--- src/rtl/trap_cmp_pkg.sv ---
package trap_cmp_pkg;

   // Width of the relation enable mask
   localparam int FLAG_W = 5;

   // Bit positions of the relations inside the mask; the packed struct
   // below lists them MSB first so that it lines up with the mask.
   localparam int REL_SLT = 4;
   localparam int REL_SGT = 3;
   localparam int REL_EQ  = 2;
   localparam int REL_ULT = 1;
   localparam int REL_UGT = 0;

   typedef struct packed {
      logic slt;
      logic sgt;
      logic eq;
      logic ult;
      logic ugt;
   } rel_t;

   // Comparison implementation choices
   localparam int STYLE_DIRECT = 0;
   localparam int STYLE_SUBTRACT = 1;

endpackage

--- src/rtl/trap_cmp_operand.sv ---
module trap_cmp_operand #(
   parameter int XLEN   = 64,
   parameter int WORD_W = 32
) (
   input  logic [XLEN-1:0] raw_i,
   input  logic            word_mode_i,
   output logic [XLEN-1:0] zext_o,
   output logic [XLEN-1:0] sext_o,
   output logic            sign_o
);

   localparam int EXT_W = XLEN - WORD_W;

   generate
      if (EXT_W == 0) begin : g_same_width
         // Word and doubleword coincide: nothing to condition
         always_comb begin
            zext_o = raw_i;
            sext_o = raw_i;
         end
      end else begin : g_extend
         logic [WORD_W-1:0] low_word;
         always_comb begin
            low_word = raw_i[WORD_W-1:0];
            if (word_mode_i) begin
               zext_o = {{EXT_W{1'b0}}, low_word};
               sext_o = {{EXT_W{low_word[WORD_W-1]}}, low_word};
            end else begin
               zext_o = raw_i;
               sext_o = raw_i;
            end
         end
      end
   endgenerate

   assign sign_o = sext_o[XLEN-1];

endmodule

--- src/rtl/trap_cmp_relate.sv ---
module trap_cmp_relate
   import trap_cmp_pkg::*;
#(
   parameter int XLEN      = 64,
   parameter int CMP_STYLE = STYLE_SUBTRACT
) (
   input  logic [XLEN-1:0] a_zext_i,
   input  logic [XLEN-1:0] b_zext_i,
   input  logic [XLEN-1:0] a_sext_i,
   input  logic [XLEN-1:0] b_sext_i,
   input  logic            a_sign_i,
   input  logic            b_sign_i,
   output rel_t            rel_o
);

   generate
      if (CMP_STYLE == STYLE_DIRECT) begin : g_direct
         // Separate comparators for every relation
         always_comb begin
            rel_o.slt = $signed(a_sext_i) < $signed(b_sext_i);
            rel_o.sgt = $signed(a_sext_i) > $signed(b_sext_i);
            rel_o.eq  = a_zext_i == b_zext_i;
            rel_o.ult = a_zext_i < b_zext_i;
            rel_o.ugt = a_zext_i > b_zext_i;
         end
      end else begin : g_subtract
         // One subtractor provides borrow and zero; the signed order
         // follows from the unsigned order unless the sign bits differ.
         logic [XLEN:0] diff;
         logic          borrow;
         logic          zero;
         logic          signs_differ;
         always_comb begin
            diff         = {1'b0, a_zext_i} - {1'b0, b_zext_i};
            borrow       = diff[XLEN];
            zero         = diff[XLEN-1:0] == '0;
            signs_differ = a_sign_i ^ b_sign_i;
            rel_o.eq     = zero;
            rel_o.ult    = borrow;
            rel_o.ugt    = !borrow && !zero;
            rel_o.slt    = signs_differ ? a_sign_i : borrow;
            rel_o.sgt    = signs_differ ? b_sign_i : (!borrow && !zero);
         end
      end
   endgenerate

endmodule

--- src/rtl/trap_cmp_reduce.sv ---
module trap_cmp_reduce
   import trap_cmp_pkg::*;
(
   input  rel_t              rel_i,
   input  logic [FLAG_W-1:0] flags_i,
   output logic              hit_o
);

   logic [FLAG_W-1:0] rel_bits;
   logic [FLAG_W-1:0] enabled;

   assign rel_bits = rel_i;

   generate
      for (genvar i = 0; i < FLAG_W; i++) begin : g_gate
         assign enabled[i] = rel_bits[i] & flags_i[i];
      end
   endgenerate

   assign hit_o = |enabled;

endmodule

--- src/rtl/trap_cmp_unit.sv ---
module trap_cmp_unit
   import trap_cmp_pkg::*;
#(
   parameter int               XLEN       = 64,
   parameter int               WORD_W     = 32,
   parameter int               CAUSE_W    = 8,
   parameter logic [CAUSE_W-1:0] TRAP_CAUSE = 8'h02,
   parameter int               CMP_STYLE  = STYLE_SUBTRACT
) (
   input  logic               clk,
   input  logic               rst_n,
   input  logic               in_valid,
   input  logic [XLEN-1:0]    op_a,
   input  logic [XLEN-1:0]    op_b,
   input  logic [FLAG_W-1:0]  cond_flags,
   input  logic               word_mode,
   output logic               trap_o,
   output logic [CAUSE_W-1:0] cause_o
);

   // Elaboration-time parameter checks
   generate
      if (WORD_W < 2 || WORD_W > XLEN) begin : g_bad_word
         $error("trap_cmp_unit: WORD_W must lie in 2..XLEN");
      end
      if (TRAP_CAUSE == '0) begin : g_bad_cause
         $error("trap_cmp_unit: TRAP_CAUSE must be nonzero");
      end
      if (CMP_STYLE != STYLE_DIRECT && CMP_STYLE != STYLE_SUBTRACT) begin : g_bad_style
         $error("trap_cmp_unit: unknown CMP_STYLE");
      end
   endgenerate

   logic [XLEN-1:0] a_zext, a_sext, b_zext, b_sext;
   logic            a_sign, b_sign;
   rel_t            rel;
   logic            hit;
   logic            fire;

   trap_cmp_operand #(.XLEN(XLEN), .WORD_W(WORD_W)) u_cond_a (
      .raw_i       (op_a),
      .word_mode_i (word_mode),
      .zext_o      (a_zext),
      .sext_o      (a_sext),
      .sign_o      (a_sign)
   );

   trap_cmp_operand #(.XLEN(XLEN), .WORD_W(WORD_W)) u_cond_b (
      .raw_i       (op_b),
      .word_mode_i (word_mode),
      .zext_o      (b_zext),
      .sext_o      (b_sext),
      .sign_o      (b_sign)
   );

   trap_cmp_relate #(.XLEN(XLEN), .CMP_STYLE(CMP_STYLE)) u_relate (
      .a_zext_i (a_zext),
      .b_zext_i (b_zext),
      .a_sext_i (a_sext),
      .b_sext_i (b_sext),
      .a_sign_i (a_sign),
      .b_sign_i (b_sign),
      .rel_o    (rel)
   );

   trap_cmp_reduce u_reduce (
      .rel_i   (rel),
      .flags_i (cond_flags),
      .hit_o   (hit)
   );

   assign fire = in_valid & hit;

   always_ff @(posedge clk or negedge rst_n) begin
      if (!rst_n) begin
         trap_o  <= 1'b0;
         cause_o <= '0;
      end else begin
         trap_o  <= fire;
         cause_o <= fire ? TRAP_CAUSE : '0;
      end
   end

endmodule

--- config.mk ---
export PLATFORM = sky130hd
export DESIGN_NAME = trap_cmp_unit
export DESIGN_NICKNAME = d
export VERILOG_FILES = /design/src/rtl/trap_cmp_pkg.sv /design/src/rtl/trap_cmp_operand.sv /design/src/rtl/trap_cmp_relate.sv /design/src/rtl/trap_cmp_reduce.sv /design/src/rtl/trap_cmp_unit.sv
export SDC_FILE = /design/constraint.sdc
export NUM_CORES = 1
export LEC_CHECK = 0
export ABC_AREA = 1
export BUFFER_PORTS_ARGS = -buffer_cell sky130_fd_sc_hd__buf_4
export CAP_MARGIN = 20
export CORE_ASPECT_RATIO = 0.75
export CORE_UTILIZATION = 55
export DETAILED_ROUTE_END_ITERATION = 7
export GPL_TIMING_DRIVEN = 0
export PLACE_DENSITY = 0.74
export SETUP_SLACK_MARGIN = 0.4
export SLEW_MARGIN = 25
export SYNTH_ARGS = -nofsm -noshare
export SYNTH_HDL_FRONTEND = slang
export SYNTH_HIERARCHICAL = 1
export SYNTH_SLANG_ARGS = --single-unit
--- constraint.sdc ---
create_clock -name clk -period 0.8 [get_ports clk]
set_clock_uncertainty 0.1 [all_clocks]
set_input_delay 0 -clock clk [delete_from_list [all_inputs] [get_ports clk]]
set_output_delay 0 -clock clk [all_outputs]
set_load 0.01 [all_outputs]
==> run metrics <==
Final Cell Area=0.0103 mm^2; Initial DRC Count=1250; Hold Crit Class=primary input to async pin; Top Registers=cause_o x1; # DRC=0; core box area=0.0139 mm^2; Critical Path RT=0.63 ns; Reg area=25.0 um^2; GRT Resource Usage Total=38.3%; Power Internal=0.00321 W; WL/cell=15.4 um; io pins=146; die area=0.0149 mm^2; largest net degree at the start of global routing=11; worst ir drop on vdd=453 uV; Startpoint Class=primary input; remaining global-route overflow=0; critical path capture point type=register; Multi-input gate area=0.00687 mm^2; dpl cell area=0.00917 mm^2; most frequent cells in the layout=nand2_1 (576), inv_1 (399), buf_4 (176); Fin Hold WS=-0.324 ns; share of cells above drive strength 1=27.9%; final setup margin=-2.48 ns; vias=10400; crit path kind=primary input to register; synthesized instance count=1685; die width=141 um; Peak Freq=304 MHz; # nets final=2008; RePlAce Congestion=1.03; Reg power frac=0.8%; Clock power frac=0%; Rows=37; Arr. time, crit path=3.12 ns; die height=106 um; max reg flops=1; RSZ-0062 raised after global routing=yes; Slew Viols, Final=0; switching power=0.00530 W; WL final=30500 um; initial antenna violation count=0; first-pass GRT wire length=44300 um; routed vias/inst=5.23; commonest non-fill, non-tap cell in the layout=nand2_1; clk slew on worst S/H paths=0 ns; status=finished, violations left; PortBufs=76; max-cap violations=0; Gate power share=99.2%; Mapped Area=0.00794 mm^2; violated checks=hold timing, setup timing; Largest Register=cause_o; hpwl dp=25100 um; drt pass-1 iters=6; final hold vios=1; crit share post-route=411%; Starting Density=57.2%; Leak=6.45 nW; synth warn=6; diode count=0; number of fill cells in the layout=1224; Area growth, synth to finish=30.2%; Avg Cell Area, Syn=4.71 um^2; worst-path fanout max=5; sw frac=62.2%; Pwr Total=0.00851 W; DRT antenna net count=0; Setup Viol. Count Final=1; Final min period=3.28 ns; vias in the first global route=8858; Pwr Density=823 mW/mm^2
## layer usage
layer | routed length [um] | track usage, % | vias to the layer above
met1 | 13300 | 53.8 | 4526
met5 | 0 | 0 | -
li1 | - | - | 5143
met4 | 410 | 2.64 | 0
met2 | 12000 | 56.1 | 643
met3 | 4700 | 15.5 | 41
## per-stage QoR
stage	hold slack (ns)	worst slack (ns)	instances	TNS (ns)	util [%]
after floorplan	-0.396	-1.61	1691	-1.61	-
after global placement	-0.325	-2.49	1942	-2.49	66.0
after detailed placement	-0.324	-2.54	1942	-2.54	66.0
after CTS	-0.325	-2.24	1963	-2.24	70.0
after global routing	-0.324	-2.62	1979	-2.62	74.5
final	-0.324	-2.48	1979	-2.48	74.5
## power groups by stage
stage,sequential [W],combinational (W),clock (W)
6_report,0.0000646,0.00844,0
5_1_grt,0.0000647,0.00907,0
4_1_cts,0.0000630,0.00743,0
3_5_place_dp,0.0000618,0.00690,0
3_3_place_gp,0.0000617,0.00679,0
2_1_floorplan,0.0000653,0.00494,0
## final cells by class
cell class | instances | share of cell area [%]
Multi-Input combinational cell | 1173 | 66.4
Timing Repair Buffer | 113 | 9.00
Sequential cell | 1 | 0.242
Buffer | 79 | 6.17
Tap cell | 175 | 2.12
Inverter | 438 | 16.1
## critical path: stages
cell,delay [ns]
buf_12,0.12
clkinv_8,0.06
buf_4,0.11
buf_8,0.12
nand2_2,0.06
inv_2,0.05
inv_2,0.03
ha_4,0.32
nand2_1,0.08
nand2_2,0.14
nand2_2,0.05
nand2_1,0.10
o21bai_2,0.15
a21oi_2,0.10
buf_4,0.15
buf_4,0.12
nand4_1,0.17
nand3_1,0.11
nor3_1,0.23
nand3_1,0.15
nor2_4,0.17
buf_4,0.13
nand2_1,0.08
nand2_1,0.08
nor2_1,0.05
nand2_1,0.05
nand2_1,0.05
inv_1,0.06
## what timing repair did
item / CTS / global route
buffers inserted: 20 / 15
endpoints found under the setup margin: 3 / 3
gates cloned: 1 / 1
gates resized for setup: 107 / 155
hold endpoints to repair: 1 / 1
pin swaps: 51 / 80
## worst max-delay path by stage
stage,from,endpoint,slack [ns],cells after the start
after global routing,word_mode,cause_o[1]$_DFF_PN0_,-2.62,30
after floorplan,op_b[0],cause_o[1]$_DFF_PN0_,-1.61,27
after global placement,word_mode,cause_o[1]$_DFF_PN0_,-2.49,29
after CTS,word_mode,cause_o[1]$_DFF_PN0_,-2.24,31
final,word_mode,cause_o[1]$_DFF_PN0_,-2.48,28
after detailed placement,word_mode,cause_o[1]$_DFF_PN0_,-2.54,29
Power figures use the tool's default switching activity.
